[src/rtl/trk_div_pkg.sv]
package trk_div_pkg;
  typedef enum logic [1:0] {
    ST_IDLE  = 2'd0,
    ST_CONV  = 2'd1,
    ST_TRACK = 2'd2
  } div_state_t;
endpackage

[src/rtl/trk_div_mulcmp.sv]
// Multiply a candidate quotient by the divisor and compare with the dividend.
module trk_div_mulcmp #(
  parameter int W = 16
) (
  input  logic [W:0]   cand_i,
  input  logic [W-1:0] den_i,
  input  logic [W-1:0] num_i,
  output logic         fits_o
);
  localparam int PW = 2 * W + 1;
  logic [PW-1:0] prod;

  assign prod   = PW'(cand_i) * PW'(den_i);
  assign fits_o = (prod <= PW'(num_i));
endmodule

[src/rtl/trk_div_bitseq.sv]
// One-hot trial-bit pointer walking from MSB to LSB.
module trk_div_bitseq #(
  parameter int W = 16
) (
  input  logic         clk,
  input  logic         rst,
  input  logic         load_i,
  input  logic         step_i,
  output logic [W-1:0] mask_o,
  output logic         last_o
);
  localparam logic [W-1:0] TOP_BIT = {1'b1, {(W-1){1'b0}}};
  logic [W-1:0] mask_q;

  always_ff @(posedge clk) begin
    if (rst) begin
      mask_q <= '0;
    end else if (load_i) begin
      mask_q <= TOP_BIT;
    end else if (step_i) begin
      mask_q <= mask_q >> 1;
    end
  end

  assign mask_o = mask_q;
  assign last_o = mask_q[0];
endmodule

[src/rtl/trk_div_step.sv]
// One-LSB tracking update with saturation at both ends.
module trk_div_step #(
  parameter int W = 16
) (
  input  logic [W-1:0] q_i,
  input  logic         up_ok_i,
  input  logic         at_or_below_i,
  output logic [W-1:0] q_o
);
  localparam logic [W-1:0] Q_MAX = '1;
  localparam logic [W-1:0] Q_ONE = W'(1);

  always_comb begin
    q_o = q_i;
    if (up_ok_i && (q_i != Q_MAX)) begin
      q_o = q_i + Q_ONE;
    end else if (!at_or_below_i && (q_i != '0)) begin
      q_o = q_i - Q_ONE;
    end
  end
endmodule

[src/rtl/trk_sa_divider.sv]
module trk_sa_divider
  import trk_div_pkg::*;
#(
  parameter int W = 16
) (
  input  logic         clk,
  input  logic         rst,
  input  logic         start_i,
  input  logic         track_i,
  input  logic [W-1:0] num_i,
  input  logic [W-1:0] den_i,
  output logic [W-1:0] quot_o,
  output logic         valid_o,
  output logic         err_o
);
  localparam int CW   = W + 1;
  localparam int NCMP = 2;

  div_state_t   st_q;
  logic [W-1:0] num_q, den_q, qwork_q;
  logic [W-1:0] bit_mask, trial, conv_next, trk_next;
  logic         last_bit, conv_busy, accept, den_zero_in, load_seq;

  logic [CW-1:0] cand    [NCMP];
  logic [W-1:0]  cmp_den [NCMP];
  logic [W-1:0]  cmp_num [NCMP];
  logic          fits    [NCMP];

  assign conv_busy   = (st_q == ST_CONV);
  assign accept      = start_i && !conv_busy;
  assign den_zero_in = (den_i == '0);
  assign load_seq    = accept && !den_zero_in;
  assign trial       = qwork_q | bit_mask;

  // Unit 0: trial bit during a conversion, Q+1 while tracking.
  // Unit 1: Q against the live operands while tracking.
  always_comb begin
    cand[0]    = conv_busy ? {1'b0, trial} : ({1'b0, quot_o} + CW'(1));
    cmp_den[0] = conv_busy ? den_q : den_i;
    cmp_num[0] = conv_busy ? num_q : num_i;
    cand[1]    = {1'b0, quot_o};
    cmp_den[1] = den_i;
    cmp_num[1] = num_i;
  end

  for (genvar g = 0; g < NCMP; g++) begin : g_cmp
    trk_div_mulcmp #(.W(W)) u_cmp (
      .cand_i (cand[g]),
      .den_i  (cmp_den[g]),
      .num_i  (cmp_num[g]),
      .fits_o (fits[g])
    );
  end

  assign conv_next = fits[0] ? trial : qwork_q;

  trk_div_step #(.W(W)) u_step (
    .q_i           (quot_o),
    .up_ok_i       (fits[0]),
    .at_or_below_i (fits[1]),
    .q_o           (trk_next)
  );

  trk_div_bitseq #(.W(W)) u_seq (
    .clk    (clk),
    .rst    (rst),
    .load_i (load_seq),
    .step_i (conv_busy),
    .mask_o (bit_mask),
    .last_o (last_bit)
  );

  always_ff @(posedge clk) begin
    if (rst) begin
      st_q    <= ST_IDLE;
      num_q   <= '0;
      den_q   <= '0;
      qwork_q <= '0;
      quot_o  <= '0;
      valid_o <= 1'b0;
      err_o   <= 1'b0;
    end else begin
      case (st_q)
        ST_CONV: begin
          qwork_q <= conv_next;
          if (last_bit) begin
            quot_o  <= conv_next;
            valid_o <= 1'b1;
            err_o   <= 1'b0;
            st_q    <= track_i ? ST_TRACK : ST_IDLE;
          end
        end
        default: begin
          if (accept) begin
            num_q <= num_i;
            den_q <= den_i;
            if (den_zero_in) begin
              quot_o  <= '1;
              err_o   <= 1'b1;
              valid_o <= 1'b1;
              st_q    <= track_i ? ST_TRACK : ST_IDLE;
            end else begin
              qwork_q <= '0;
              valid_o <= 1'b0;
              st_q    <= ST_CONV;
            end
          end else if (st_q == ST_TRACK) begin
            if (!track_i) begin
              valid_o <= 1'b0;
              st_q    <= ST_IDLE;
            end else begin
              valid_o <= 1'b1;
              if (den_zero_in) begin
                quot_o <= '1;
                err_o  <= 1'b1;
              end else begin
                quot_o <= trk_next;
                err_o  <= 1'b0;
              end
            end
          end else begin
            valid_o <= 1'b0;
          end
        end
      endcase
    end
  end
endmodule

[config.mk]
export PLATFORM = sky130hd
export DESIGN_NAME = trk_sa_divider
export DESIGN_NICKNAME = d
export VERILOG_FILES = /design/src/rtl/trk_div_pkg.sv /design/src/rtl/trk_div_mulcmp.sv /design/src/rtl/trk_div_bitseq.sv /design/src/rtl/trk_div_step.sv /design/src/rtl/trk_sa_divider.sv
export SDC_FILE = /design/constraint.sdc
export NUM_CORES = 2
export LEC_CHECK = 0
export BUFFER_PORTS_ARGS = -buffer_cell sky130_fd_sc_hd__buf_4
export CORE_MARGIN = 3
export CORE_UTILIZATION = 45
export DETAILED_ROUTE_END_ITERATION = 16
export PLACE_DENSITY_LB_ADDON = 0.15
export SLEW_MARGIN = 5
export SYNTH_ARGS = -nofsm -noshare
export SYNTH_HDL_FRONTEND = slang
export SYNTH_SLANG_ARGS = --single-unit
[constraint.sdc]
create_clock -name clk -period 11.45 [get_ports clk]
set_input_delay 1.145 -clock clk [delete_from_list [all_inputs] [get_ports clk]]
set_output_delay 1.145 -clock clk [all_outputs]
set_load 0.005 [all_outputs]
==> results.cfg <==
[sta]
max_slew_margin = 0.3068
finalCritPeriodShare = 0.9477
worst_pin_slew_ns = 1.011
min_period_ns = 10.85
finalMaxSlewViolations = 0
finalSetupViolations = 0
fin_ws_ns = 0.5993
hold_violations = 0
clock.fmax_mhz = 92.16
final.setup_skew_ns = 0.01406

[clock_network]
cts_buffers = 9
htreeDepth = 3
cts_tree = done
clock_sinks = 84
clockBufferDepth = 2
clk_pin_slew_ns = 0.07
cts-root-buf = clkbuf_16
hold_buffers = 0
clk-insertion-delay-late_ns = 0.37

[die]
io_pins = 54
start_util = 0.4569
core_sq_um = 51510
row_count = 83
die_area_sq_um = 55080
dieWidth_um = 234.7
die_y_um = 234.7

[critical_path]
slowest_delay_ns = 0.87
slowest_stage = mux2i_1
cp_data_required_time_ns = 11.76
critPathMostFrequentCell = fa_1
cp.arrival_ns = 11.16
path_max_fanout = 19
endpoint_kind = flop
cp-start-kind = flop
crit_type = reg -> reg

[route]
dr.pass1.iters = 7
drc = 0
drt_wl_total_mm = 72.37
avgViaCountPerCell = 5.538
postRouteAntennaNets = 0
via_count = 19920
drt-initial-drc-count = 1533
wl_per_cell_um = 20.12

[power]
ir_drop_uv = 97.06
power.density_nw_per_um2 = 92.07
power_leakage_nw = 12.68

[grt]
grt_overflow_total = 0
grt_max_degree = 69
grt_pass1_vias = 20400
antenna_found_initial = 1
grtUsageTotal = 0.2630
grt_first_pass_wirelength_mm = 114.5

[layout]
regArea_sq_um = 1683
nFillCells = 5111
utilization = 0.4927
multiInputGateArea_sq_um = 19500
drive_gt1_frac = 0.08025
fin_nets = 3609
area_growth_pct = 7.825

[logic_synthesis]
synth.avg_cell_area_sq_um = 8.122
synth-edff-count = 0
yosysTopAreaCellShare = 0.3428
synthCells = 2898
synth_area_leaders = fa_1 (34%), ha_1 (14%), nand2_1 (8.3%)
synth_top_cell_by_area = fa_1
synth_async_sr_flop_share = 0
ys_types = 81
synth_warnings = 0
ys.flop_type = dfxtp_1
ys_seq_area_frac = 0.07145
ys_seq_elements = 84
syn_area_sq_um = 23540
synth_nets = 3596

[place]
dpl.hpwl_mm = 58.34
gp_congestion = 0.9283
pre_cts_ws_ns = 0.2237
portBuffers = 53

[worst_hold_path]
min_path_type = reg -> reg

[outcome]
status = finished clean

[job]
drv_cap = 0
==> timing repair <==
item | 4_1_cts | 5_1_grt
setup buffers | 0 | 7
endpoints found under the hold margin | 0 | 0
endpoints found under the setup margin | 0 | 8
resized for setup | 0 | 29
==> layout make-up <==
type	count	share of cell area
well taps	680	0.03353
diodes	1	0.00009860
flip-flops and latches	84	0.06631
clock inverters	6	0.002120
clock buffers	10	0.009022
inverters	490	0.07247
repair buffers	157	0.04802
multi-input cells	2169	0.7684
==> worst max-delay path: cells and delay by family (launching register included) <==
family	cells	cell delay [ns]
adder cells (fa/ha/maj)	8	3.58
AND/OR/NAND/NOR	11	2.88
AO/OA/AOI/OAI	10	2.04
multiplexers	1	0.87
buffers and inverters	4	0.59
flip-flops	1	0.48
XOR/XNOR	2	0.32
==> cells by family (layout without fill, tap and decap cells) <==
| kind of cell | count (synthesis) | after routing | share of synthesized area |
|---|---|---|---|
| buffers and inverters | 645 | 663 | 0.1049 |
| adders and majority gates | 662 | 662 | 0.4805 |
| DFF | 84 | 84 | 0.07145 |
| xor gates and xnor gates | 65 | 65 | 0.02419 |
| and+or+nand+nor | 1020 | 1020 | 0.1967 |
| other | 0 | 1 | 0 |
| muxes | 22 | 22 | 0.009409 |
| AOI/OAI and AO/OA | 400 | 400 | 0.1128 |
==> final timing paths <==
check	from	to	slack, ns	cells after the start
min reg2reg	num_q[5]	num_q[5]	0.46	2
max	st_q[0]	quot_o[15]	0.60	36
min	num_q[5]	num_q[5]	0.46	2
max reg2reg	st_q[0]	quot_o[15]	0.60	36
==> state kept, by name, indices dropped and copies added, names as in the netlist <==
register	flops
den_q	16
err_o	1
num_q	16
quot_o	16
qwork_q	16
st_q	2
u_seq.mask_o	16
valid_o	1
==> cells in the final DEF (no fill, tap or decap), types with 50 or more instances in the layout <==
cell type and n:
inv_1 490, o21ai_0 50, dfxtp_1 83, nand2_1 517
nor2_1 180, buf_4 151, ha_1 258, a21oi_1 153
and2_1 133, fa_1 403
==> synth_stat cells, drive strengths merged (15+ instances only) <==
| cell type | number |
|---|---|
| clkbuf | 116 |
| o21a | 17 |
| ha | 259 |
| nor2 | 192 |
| o21ai | 58 |
| nand2b | 18 |
| nor2b | 19 |
| o31ai | 15 |
| nand4 | 30 |
| xnor2 | 42 |
| nand2 | 519 |
| fa | 403 |
| dfxtp | 84 |
| and2 | 134 |
| a21o | 20 |
| mux2i | 21 |
| xor2 | 23 |
| nand3 | 29 |
| o22ai | 15 |
| nor3 | 24 |
| inv | 490 |
| a21oi | 155 |
| buf | 39 |
==> layer usage <==
layer	GRT usage	part of all wire	up-vias
met4	0.08440	0.036	2
met2	0.4078	0.44	650
met1	0.3692	0.45	9954
met3	0.05481	0.071	131
met5	0	0.00012	-
li1	-	-	9183
==> per-stage QoR <==
stage | total power, mW | hold WS, ns | cell area [sq um] | setup TNS (ns) | cells
after floorplan | 1.496 | 0.4360 | 23540 | 0 | 2898
after global placement | 2.003 | 0.4420 | 24930 | 0 | 3573
after detailed placement | 2.002 | 0.4478 | 24930 | 0 | 3573
after CTS | 2.312 | 0.4571 | 25220 | 0 | 3589
after global routing | 2.575 | 0.4746 | 25380 | -0.06779 | 3596
final | 2.337 | 0.4596 | 25380 | 0 | 3597
==> report_power, final <==
group	total [mW]	switching (mW)	internal [mW]
Combinational	1.74	1.04	0.691
Sequential	0.304	0.00456	0.299
Clock	0.298	0.146	0.152
Total	2.34	1.19	1.14
Power figures use the tool's default switching activity.
